### src/rtl/fac_pkg.sv
package fac_pkg;

    typedef enum logic [1:0] {
        KIND_SEQ     = 2'd0,
        KIND_JUMP    = 2'd1,
        KIND_TRET    = 2'd2,
        KIND_HANDLER = 2'd3
    } ret_kind_e;

    typedef enum logic [1:0] {
        ST_ARMED    = 2'd0,
        ST_BUSY     = 2'd1,
        ST_FAULT    = 2'd2,
        ST_TRAPWAIT = 2'd3
    } fac_state_e;

    localparam int unsigned CAUSE_FETCH_MISALIGNED = 0;

endpackage

### src/rtl/fac_fsm.sv
module fac_fsm
    import fac_pkg::*;
#(
    parameter int unsigned XLEN    = 32,
    parameter int unsigned CAUSE_W = 4
) (
    input  logic               clk,
    input  logic               rst_n,
    input  logic               fetch_req,
    input  logic [XLEN-1:0]    fetch_addr,
    input  logic               match,
    input  logic               misaligned,
    input  logic               ret_valid,
    input  logic [1:0]         ret_kind,
    output logic               load_tgt,
    output logic               clear_tgt,
    output logic               fetch_ok,
    output logic               exc_valid,
    output logic [CAUSE_W-1:0] exc_cause,
    output logic [XLEN-1:0]    exc_tval
);

    fac_state_e state_q, state_d;
    ret_kind_e  kind;
    logic       take_fetch;
    logic       fetch_ok_q;
    logic [XLEN-1:0] tval_q;

    assign kind = ret_kind_e'(ret_kind);

    // next-state logic: a retire in ARMED wins over a same-cycle fetch
    always_comb begin
        state_d    = state_q;
        load_tgt   = 1'b0;
        clear_tgt  = 1'b0;
        take_fetch = 1'b0;
        unique case (state_q)
            ST_ARMED: begin
                if (ret_valid) begin
                    load_tgt = 1'b1;
                end else if (fetch_req && match) begin
                    take_fetch = 1'b1;
                    state_d    = misaligned ? ST_FAULT : ST_BUSY;
                end
            end
            ST_BUSY: begin
                if (ret_valid) begin
                    load_tgt = 1'b1;
                    state_d  = ST_ARMED;
                end
            end
            ST_FAULT: begin
                clear_tgt = 1'b1;
                state_d   = ST_TRAPWAIT;
            end
            ST_TRAPWAIT: begin
                if (ret_valid && kind == KIND_HANDLER) begin
                    load_tgt = 1'b1;
                    state_d  = ST_ARMED;
                end
            end
        endcase
    end

    // state register
    always_ff @(posedge clk) begin
        if (!rst_n) begin
            state_q <= ST_ARMED;
        end else begin
            state_q <= state_d;
        end
    end

    // output process
    always_ff @(posedge clk) begin
        if (!rst_n) begin
            fetch_ok_q <= 1'b0;
            tval_q     <= '0;
        end else begin
            fetch_ok_q <= take_fetch && !misaligned;
            if (take_fetch && misaligned) begin
                tval_q <= fetch_addr;
            end
        end
    end

    always_comb begin
        fetch_ok  = fetch_ok_q;
        exc_valid = (state_q == ST_FAULT);
        exc_cause = exc_valid ? CAUSE_W'(CAUSE_FETCH_MISALIGNED) : '0;
        exc_tval  = tval_q;
    end

    a_r10_single_pulse: assert property (@(posedge clk) disable iff (!rst_n)
        exc_valid |=> !exc_valid);

    a_r10_exclusive: assert property (@(posedge clk) disable iff (!rst_n)
        !(exc_valid && fetch_ok));

    a_r6_fault_only_after_fetch: assert property (@(posedge clk) disable iff (!rst_n)
        (state_q == ST_ARMED && !(fetch_req && match && !ret_valid)) |=> !exc_valid);

    a_r8_hold_until_handler: assert property (@(posedge clk) disable iff (!rst_n)
        (state_q == ST_TRAPWAIT && !(ret_valid && kind == KIND_HANDLER))
        |=> (state_q == ST_TRAPWAIT && !fetch_ok));

    a_r9_busy_ignores_fetch: assert property (@(posedge clk) disable iff (!rst_n)
        (state_q == ST_BUSY) |=> (!fetch_ok && !exc_valid));

endmodule

### config.mk
export PLATFORM = sky130hd
export DESIGN_NAME = fac_fsm
export DESIGN_NICKNAME = d
export VERILOG_FILES = /design/src/rtl/fac_pkg.sv /design/src/rtl/fac_fsm.sv
export SDC_FILE = /design/constraint.sdc
export NUM_CORES = 1
export LEC_CHECK = 0
export ABC_AREA = 0
export BUFFER_PORTS_ARGS = -buffer_cell sky130_fd_sc_hd__buf_2
export CORE_ASPECT_RATIO = 1.2
export CORE_MARGIN = 2
export CORE_UTILIZATION = 48
export DETAILED_ROUTE_END_ITERATION = 8
export HOLD_SLACK_MARGIN = 0.06
export PLACE_DENSITY = 0.86
export SLEW_MARGIN = 20
export SYNTH_ARGS = -nofsm -noshare
export SYNTH_HDL_FRONTEND = slang
export SYNTH_SLANG_ARGS = --single-unit
### constraint.sdc
create_clock -name clk -period 3.2 [get_ports clk]
set_input_delay 0.32 -clock clk [delete_from_list [all_inputs] [get_ports clk]]
set_output_delay 0.32 -clock clk [all_outputs]
set_load 0.01 [all_outputs]
==> results of run 1 <==
==> power by group through the flow <==
stage / sequential [mW] / clock [mW] / combinational, mW
after global routing: 0.453 / 0.265 / 0.0956
after global placement: 0.461 / 0 / 0.0845
after detailed placement: 0.461 / 0 / 0.0863
after CTS: 0.451 / 0.243 / 0.0866
final: 0.451 / 0.231 / 0.0852
after floorplan: 0.465 / 0 / 0.0556
==> area by class of cell <==
class	instances	share of cell area, %
Timing Repair Buffer	77	20.7
Clock buffer	6	2.73
Inverter	1	0.199
Tap cell	36	2.39
Sequential cell	35	37.2
Clock inverter	1	0.266
Multi-Input combinational cell	114	36.4
==> flip-flops by register name (all words and copies together) (netlist names) <==
signal and cells:
state_q 2, exc_tval 32, fetch_ok 1
==> layer usage <==
metal  share of wire, %  wire length (µm)  up-vias  track usage, %
met4                1.2                34        0            7.14
li1                   -                 -      663               -
met5                  0                 0        -               0
met3                7.5               209        5            4.70
met1                 42              1160      553            16.9
met2                 49              1370       46            28.9
==> cell usage after synthesis <==
library cell	n	area (µm²)
buf_8	3	45.0
nand3b_1	1	7.51
a21o_1	1	7.51
nand3_1	2	10.0
a21boi_0	1	7.51
nor4_1	1	6.26
dlymetal6s2s_1	1	12.5
nand4_1	1	6.26
inv_1	1	3.75
nand4b_4	1	23.8
nand2_1	66	248
buf_4	6	45.0
buf_6	1	11.3
nor3_4	1	16.3
clkbuf_8	4	55.1
dfxtp_1	35	701
nand2b_1	1	6.26
o21ai_0	1	5.00
mux2i_1	32	320
nor2b_1	1	6.26
conb_1	1	3.75
==> kinds of logic (layout without fill, tap and decap cells) <==
group           count (synthesis)  count (layout)  share of synthesized area, %
simple gates                   75              75                          21.3
flops                          35              35                          45.3
mux                            32              32                          20.7
buf+inv                        16              85                          11.2
compound gates                  3               3                          1.29
other cells                     1               4                         0.242
==> worst reg2reg max path: stages (launching register included) <==
cell	delay (ps)
dfxtp_1	370
nor3_4	200
buf_4	320
mux2i_1	230
==> worst max path at each step <==
stage	from	endpoint	slack, ps	cells after the start
final	state_q[0]$_SDFFE_PN0P_	load_tgt	1690	3
after global routing	state_q[0]$_SDFFE_PN0P_	load_tgt	1560	3
after CTS	state_q[0]$_SDFFE_PN0P_	load_tgt	1660	3
after detailed placement	rst_n	state_q[0]$_SDFFE_PN0P_	1590	4
after global placement	rst_n	state_q[0]$_SDFFE_PN0P_	1650	4
after floorplan	ret_valid	exc_tval[0]$_SDFFE_PN0P_	1990	4
==> per-stage QoR <==
step,std cells,power (mW),util (%)
4_1_cts,270,0.781,61.0
3_5_place_dp,263,0.548,59.2
6_report,270,0.768,61.0
3_3_place_gp,263,0.546,59.2
2_1_floorplan,165,0.521,-
5_1_grt,270,0.813,61.0
==> impl_metrics.json, run 1 <==
{
  "status": "completed",
  "yosys_warnings": 0,
  "arrival_ps": 1190,
  "skew_ps": 8.20,
  "cts_resized": 0,
  "holdPathEnd": "exc_tval[9]$_SDFFE_PN0P_",
  "chipWidth_um": 55.8,
  "synth.cell_area_um2": 1550,
  "path_buf_inv": 1,
  "io_pins": 80,
  "fmax_mhz": 662,
  "tritoncts": "built",
  "peakVddDrop_v": 0.000351,
  "fin_setup_tns_ps": 0,
  "holdPathStages": 3,
  "fillerInstances": 313,
  "clk_pin_slew_ps": 100,
  "cap_violations": 0,
  "r2r_end": "exc_tval[25]$_SDFFE_PN0P_",
  "clk-insertion-delay-late_ps": 310,
  "nets": 274,
  "postPlaceCellArea_um2": 1830,
  "path_cells": "nand3_1 > a21boi_0 > buf_2",
  "required_ps": 2880,
  "hold_start": "fetch_addr[9]",
  "critPathLaunchType": "register",
  "io_buffers": 75,
  "crit_family": "flip-flops",
  "cts_hold_buf": 0,
  "gp_congestion": 0.698,
  "ys_ff_latch": 35,
  "p_sw_share_pct": 23.5,
  "rows": 22,
  "antenna_found_initial": 0,
  "initial_utilization_pct": 50.2,
  "grt_max_degree": 68,
  "grt_pass1_wl_mm": 4.62,
  "wl_mm": 2.78,
  "hpwl_mm": 2.06,
  "vias": 1267,
  "period_share_pct": 47.2,
  "leakagePower_nw": 0.906,
  "clock_sinks": 35,
  "power_switching_mw": 0.181,
  "reg2reg_depth": 3,
  "ctsRootBufferMaster": "clkbuf_4",
  "grt_setup_unrepaired": "false",
  "finalHoldViolCount": 0,
  "grt_pass1_vias": 1158,
  "fin_hold_ws_ps": 231,
  "area_delta_synth_final_pct": 21.6,
  "num_antenna_cells": 0,
  "slew_viol_final": 0,
  "design_area_um2": 1880,
  "via_per_inst": 4.69,
  "fin_ws_ps": 1690,
  "htree_levels": 2,
  "crit_path_top_delay_cell": "dfxtp_1",
  "ff2ff_setup_slack_ps": 2000,
  "cts_buffers": 5,
  "seqCellArea_um2": 701,
  "finalSetupViolCount": 0,
  "synth.distinct_cells": 21,
  "drc_errors": 0,
  "avgRoutedWirePerCell_um": 10.3,
  "multiInputGateArea_um2": 686,
  "core_um2": 3080,
  "combPwrFrac_pct": 11.1,
  "die_h_um": 66.2,
  "power_frac_clock_pct": 30.1,
  "layout_common_cells": "75 x buf_2, 66 x nand2_1, 35 x dfxtp_1",
  "grt-ovfl-total": 0,
  "power_frac_seq_pct": 58.8,
  "cpPeakStageDelay_ps": 470,
  "clk_path_buf_depth": 2,
  "crit_path_max_fanout": 6,
  "layout_commonest_cell": "buf_2",
  "syn-instance-count": 162,
  "seq_area_frac_synth_pct": 45.3,
  "syn_area_per_cell_um2": 9.55,
  "critPathCaptureType": "output port",
  "powerDensity_nw_per_um2": 408,
  "cts_setup_buffers": 0,
  "drtIter0Drc": 34,
  "pre_cts_slack_ps": 1590,
  "ant_nets": 0,
  "worst_slew_pin_slew_ps": 1040,
  "internal_power_mw": 0.587,
  "r2r_start": "state_q[1]$_SDFFE_PN0P_",
  "drive_gt1_share_pct": 36.8,
  "dieArea_um2": 3700,
  "track_usage_pct": 15.8,
  "worstSetupPathType": "reg2out",
  "hold_class": "in2reg",
  "post-route-min-period_ps": 1510,
  "maxSlewHeadroom_pct": 30.8,
  "drt_pre_antenna_iters": 4
}
Note: power is estimated with default switching activity, not from simulation.
==> run 2: changes to the inputs <==
--- a/config.mk
+++ b/config.mk
@@ -9,10 +9,10 @@
 export BUFFER_PORTS_ARGS = -buffer_cell sky130_fd_sc_hd__buf_2
 export CORE_ASPECT_RATIO = 1.2
 export CORE_MARGIN = 2
-export CORE_UTILIZATION = 48
+export CORE_UTILIZATION = 44
 export DETAILED_ROUTE_END_ITERATION = 8
 export HOLD_SLACK_MARGIN = 0.06
-export PLACE_DENSITY = 0.86
+export PLACE_DENSITY = 0.8
 export SLEW_MARGIN = 20
 export SYNTH_ARGS = -nofsm -noshare
 export SYNTH_HDL_FRONTEND = slang
==> constraint.sdc (replaced) <==
create_clock -name clk -period 1.4 [get_ports clk]
set_input_delay 0.14 -clock clk [delete_from_list [all_inputs] [get_ports clk]]
set_output_delay 0.14 -clock clk [all_outputs]
set_load 0.01 [all_outputs]
==> run 2 against run 1 <==
Net effect: flip-flop and latch count unchanged; sequential power increased by 130%; clock power rose to 3.4 times the previous value; routed wire length is 5.5% higher; die area increased by 8.5%; critical endpoint is now clear_tgt; largest cell class unchanged.
==> impl_metrics.json, run 2 (synthesized netlist as in run 1, its figures left out) <==
{
  "status": "completed",
  "via_per_inst": 4.62,
  "slew_viol_final": 0,
  "fmax_mhz": 834,
  "period_share_pct": 85.7,
  "ctsRootBufferMaster": "clkbuf_8",
  "io_pins": 80,
  "timing.critical_path.from": "state_q[1]$_SDFFE_PN0P_",
  "layout_commonest_cell": "buf_2",
  "met3_usage_pct": 4.10,
  "power_switching_mw": 0.449,
  "power_frac_clock_pct": 38.5,
  "leakagePower_nw": 0.939,
  "grt_setup_unrepaired": "false",
  "avgRoutedWirePerCell_um": 10.7,
  "rows": 23,
  "finalSetupViolCount": 0,
  "drc_errors": 0,
  "post-route-min-period_ps": 1200,
  "fin_ws_ps": 201,
  "htree_levels": 2,
  "skew_ps": 1.23,
  "p_total_mw": 2.02,
  "worstSetupEndpoint": "clear_tgt",
  "ant_nets": 0,
  "cap_violations": 0,
  "grt-ovfl-total": 0,
  "grt_max_degree": 68,
  "grt_busiest_layer": "met2",
  "cts_buffers": 5,
  "cts_setup_buffers": 0,
  "critPathLaunchType": "register",
  "drtIter0Drc": 62,
  "nets": 275,
  "die_h_um": 69.0,
  "grt_pass1_vias": 1122,
  "combPwrFrac_pct": 10.3,
  "dp_cells": 265,
  "peakVddDrop_v": 0.000690,
  "fin_hold_ws_ps": 108,
  "arrival_ps": 1060,
  "layout_common_cells": "75 x buf_2, 66 x nand2_1, 34 x dfxtp_1",
  "internal_power_mw": 1.57,
  "grt_pass1_wl_mm": 4.67,
  "gp_congestion": 0.723,
  "use_met2_pct": 27.7,
  "fin_setup_tns_ps": 0,
  "drive_gt1_share_pct": 37.3,
  "io_buffers": 75,
  "ff2ff_setup_slack_ps": 230,
  "finalHoldViolCount": 0,
  "cpPeakStageDelay_ps": 450,
  "clk_pin_slew_ps": 60,
  "powerDensity_nw_per_um2": 1020,
  "power_frac_seq_pct": 51.2,
  "r2r_end": "exc_tval[24]$_SDFFE_PN0P_",
  "chipWidth_um": 58.1,
  "crit_path_top_delay_cell": "dfxtp_1",
  "antenna_found_initial": 0,
  "final_util_pct": 58.6,
  "wl_mm": 2.93,
  "initial_utilization_pct": 46.0,
  "worstSetupPathType": "reg2out",
  "pre_cts_slack_ps": 221,
  "required_ps": 1260,
  "crit_path_max_fanout": 5,
  "design_area_um2": 1970,
  "clk-insertion-delay-late_ps": 270,
  "num_antenna_cells": 0,
  "cts_hold_buf": 0,
  "area_delta_synth_final_pct": 27.5,
  "reg2reg_depth": 3,
  "dieArea_um2": 4010,
  "path_cells": "nor2b_1 > buf_2",
  "tritoncts": "built",
  "r2r_start": "state_q[1]$_SDFFE_PN0P_",
  "hold_class": "in2reg",
  "p_sw_share_pct": 22.3,
  "drt_pre_antenna_iters": 4,
  "vias": 1260,
  "clk_path_buf_depth": 2,
  "core_um2": 3370,
  "clock_sinks": 35,
  "track_usage_pct": 15.3,
  "use_met1_pct": 16.8,
  "largest_register_ffs": 32,
  "critPathCaptureType": "output port",
  "hpwl_mm": 2.18,
  "postPlaceCellArea_um2": 1870,
  "final_cells": 273
}
-- run 2: cell types whose count changed in the layout (fill, tap and decap cells not counted), moves of 2 or more --
cell	previous run	this run
clkbuf_8	1	7
clkbuf_4	5	0
buf_12	0	3
buf_4	2	0
-- run 2: worst min path at each step --
stage	from	endpoint	slack, ps	depth (start not counted)
5_1_grt	fetch_addr[28]	exc_tval[28]$_SDFFE_PN0P_	90	3
3_5_place_dp	fetch_addr[29]	exc_tval[29]$_SDFFE_PN0P_	400	3
3_3_place_gp	fetch_addr[28]	exc_tval[28]$_SDFFE_PN0P_	390	3
2_1_floorplan	fetch_addr[0]	exc_tval[0]$_SDFFE_PN0P_	280	2
4_1_cts	fetch_addr[16]	exc_tval[16]$_SDFFE_PN0P_	100	3
6_report	fetch_addr[1]	exc_tval[1]$_SDFFE_PN0P_	110	3
-- run 2: layer usage --
metal	wire length, µm	part of all wire (%)	vias up
met3	164	5.6	5
met2	1510	52	41
li1	-	-	662
met5	0	0	-
met4	34	1.2	0
met1	1220	42	552
-- run 2: cell type report --
class	count	area [µm²]
sequential	35	702
tap	37	46.3
fill	320	1390
inverter	1	3.75
multi-input combinational	114	686
clock buffer	8	100
timing repair buffer	78	435
-- run 2: repair_timing --
| action | 4_1_cts | 5_1_grt |
|---|---|---|
| resized for setup | 0 | 1 |
| endpoints found under the hold margin | 0 | 0 |
| setup endpoints to repair | 0 | 1 |
-- run 2: power groups by stage --
stage	registers, mW	logic, mW	clock network [mW]
floorplan	1.06	0.127	0
global placement	1.05	0.206	0
detailed placement	1.05	0.208	0
CTS	1.03	0.209	0.810
global route	1.04	0.231	0.849
finish	1.03	0.207	0.777
-- run 2: critical path: cells and delay by family, from the launching register on --
kind / cells / cell delay, ps
flip-flops: 1 / 450
AND/OR/NAND/NOR: 1 / 190
buffers and inverters: 1 / 150
==> run 3: changes to the inputs <==
--- a/config.mk
+++ b/config.mk
@@ -6,13 +6,13 @@
 export NUM_CORES = 1
 export LEC_CHECK = 0
 export ABC_AREA = 0
-export BUFFER_PORTS_ARGS = -buffer_cell sky130_fd_sc_hd__buf_2
+export BUFFER_PORTS_ARGS = -buffer_cell sky130_fd_sc_hd__buf_4
 export CORE_ASPECT_RATIO = 1.2
 export CORE_MARGIN = 2
-export CORE_UTILIZATION = 44
+export CORE_UTILIZATION = 40
 export DETAILED_ROUTE_END_ITERATION = 8
 export HOLD_SLACK_MARGIN = 0.06
-export PLACE_DENSITY = 0.8
+export PLACE_DENSITY = 0.74
 export SLEW_MARGIN = 20
 export SYNTH_ARGS = -nofsm -noshare
 export SYNTH_HDL_FRONTEND = slang
==> run 3 against run 2 <==
Net effect: register-to-register slack about the same; worst hold slack improved by 4.0 ps; flip-flop and latch count unchanged; critical path depth increased by 1; clock power decreased by 12%; power decreased by 2.5%; highest routed layer unchanged.
==> impl_metrics.json, run 3 (synthesized netlist as in run 1, its figures left out) <==
{
  "cts_resized": 0,
  "power_frac_seq_pct": 52.6,
  "ctsRootBufferMaster": "clkbuf_8",
  "cts_buffers": 5,
  "drive_gt1_share_pct": 37.1,
  "worstSetupPathType": "reg2out",
  "cts_hold_buf": 0,
  "dieArea_um2": 4390,
  "arrival_ps": 1090,
  "path_cells": "nand3_1 > a21boi_0 > buf_4",
  "grt_pass1_wl_mm": 4.86,
  "die_h_um": 72.1,
  "p_total_mw": 1.97,
  "clk_path_buf_depth": 2,
  "htree_levels": 2,
  "p_sw_share_pct": 23.1,
  "via_per_inst": 4.42,
  "antenna_found_initial": 0,
  "postPlaceCellArea_um2": 2090,
  "finalSetupViolCount": 0,
  "layout_common_cells": "76 x buf_4, 66 x nand2_1, 34 x dfxtp_1",
  "period_share_pct": 87.8,
  "rows": 24,
  "drt_pre_antenna_iters": 4,
  "hpwl_mm": 2.28,
  "fin_ws_ps": 171,
  "r2r_start": "state_q[1]$_SDFFE_PN0P_",
  "internal_power_mw": 1.51,
  "hold_start": "fetch_addr[12]",
  "num_antenna_cells": 0,
  "reg2reg_depth": 3,
  "initial_utilization_pct": 42.2,
  "cts_setup_buffers": 0,
  "drc_errors": 0,
  "combPwrFrac_pct": 12.8,
  "critPathCaptureType": "output port",
  "skew_ps": 7.76,
  "io_buffers": 75,
  "slew_viol_final": 0,
  "track_usage_pct": 14.6,
  "layout_commonest_cell": "buf_4",
  "ff2ff_setup_slack_ps": 220,
  "pre_cts_slack_ps": 204,
  "holdPathStages": 3,
  "design_area_um2": 2170,
  "cpPeakStageDelay_ps": 400,
  "power_frac_clock_pct": 34.6,
  "r2r_end": "exc_tval[31]$_SDFFE_PN0P_",
  "core_um2": 3660,
  "gp_congestion": 0.703,
  "grt_pass1_vias": 1157,
  "clock_sinks": 35,
  "leakagePower_nw": 0.966,
  "crit_path_top_delay_cell": "dfxtp_2",
  "final_util_pct": 59.2,
  "cap_violations": 0,
  "grt-ovfl-total": 0,
  "status": "completed",
  "finalHoldViolCount": 0,
  "fin_setup_tns_ps": 0,
  "grt_setup_unrepaired": "false",
  "crit_path_max_fanout": 6,
  "largest_register_ffs": 32,
  "io_pins": 80,
  "path_buf_inv": 1,
  "wl_mm": 3.04,
  "grt_max_degree": 37,
  "power_switching_mw": 0.454,
  "fmax_mhz": 813,
  "avgRoutedWirePerCell_um": 10.5,
  "critPathLaunchType": "register",
  "clk-insertion-delay-late_ps": 280,
  "area_delta_synth_final_pct": 40.1,
  "hold_class": "in2reg",
  "nets": 276,
  "ant_nets": 0,
  "crit_family": "flip-flops",
  "post-route-min-period_ps": 1230,
  "vias": 1277,
  "clk_pin_slew_ps": 70,
  "drtIter0Drc": 83,
  "powerDensity_nw_per_um2": 907,
  "peakVddDrop_v": 0.000390,
  "chipWidth_um": 60.8,
  "required_ps": 1260,
  "tritoncts": "built",
  "holdPathEnd": "exc_tval[12]$_SDFFE_PN0P_"
}
run 3: through the flow:
step | hold WS [ps] | instances
final | 112 | 289
after CTS | 99.6 | 289
after floorplan | 282 | 165
after detailed placement | 407 | 281
after global routing | 116 | 289
after global placement | 398 | 281
run 3: metal layers:
metal	up-vias	part of all wire (%)	GRT usage [%]	wire length, µm
met5	-	0	0	0
met2	49	47	22.9	1420
met1	561	44	17.8	1340
met4	0	2.4	7.97	72
met3	7	6.7	3.92	205
li1	660	-	-	-
run 3: how the worst max path moves through the flow:
stage / startpoint / cells after the start / end / slack [ps]
floorplan: state_q[1]$_SDFFE_PN0P_ / 3 / exc_tval[0]$_SDFFE_PN0P_ / 270
global placement: ret_valid / 5 / exc_tval[25]$_SDFFE_PN0P_ / 270
detailed placement: ret_valid / 5 / exc_tval[31]$_SDFFE_PN0P_ / 200
CTS: state_q[0]$_SDFFE_PN0P_ / 3 / load_tgt / 60
global route: state_q[0]$_SDFFE_PN0P_ / 3 / load_tgt / 50
finish: state_q[0]$_SDFFE_PN0P_ / 3 / load_tgt / 170
run 3: worst reg2reg max path, stage by stage (launching register included):
cell and delay (ps):
dfxtp_1 370, nor3_4 300, buf_12 220, mux2i_1 210
run 3: power by group through the flow:
| stage | logic, mW | registers, mW | clock network [mW] |
|---|---|---|---|
| after global routing | 0.277 | 1.04 | 0.744 |
| after detailed placement | 0.255 | 1.06 | 0 |
| after floorplan | 0.127 | 1.06 | 0 |
| final | 0.252 | 1.03 | 0.681 |
| after CTS | 0.256 | 1.03 | 0.712 |
| after global placement | 0.252 | 1.06 | 0 |
run 3: area by class of cell:
class,instances,area [µm²]
multi-input combinational,114,686
tap,52,65.1
sequential,35,702
timing repair buffer,79,631
clock buffer,7,76.3
clock inverter,1,5.00
inverter,1,3.75
fill,355,1500
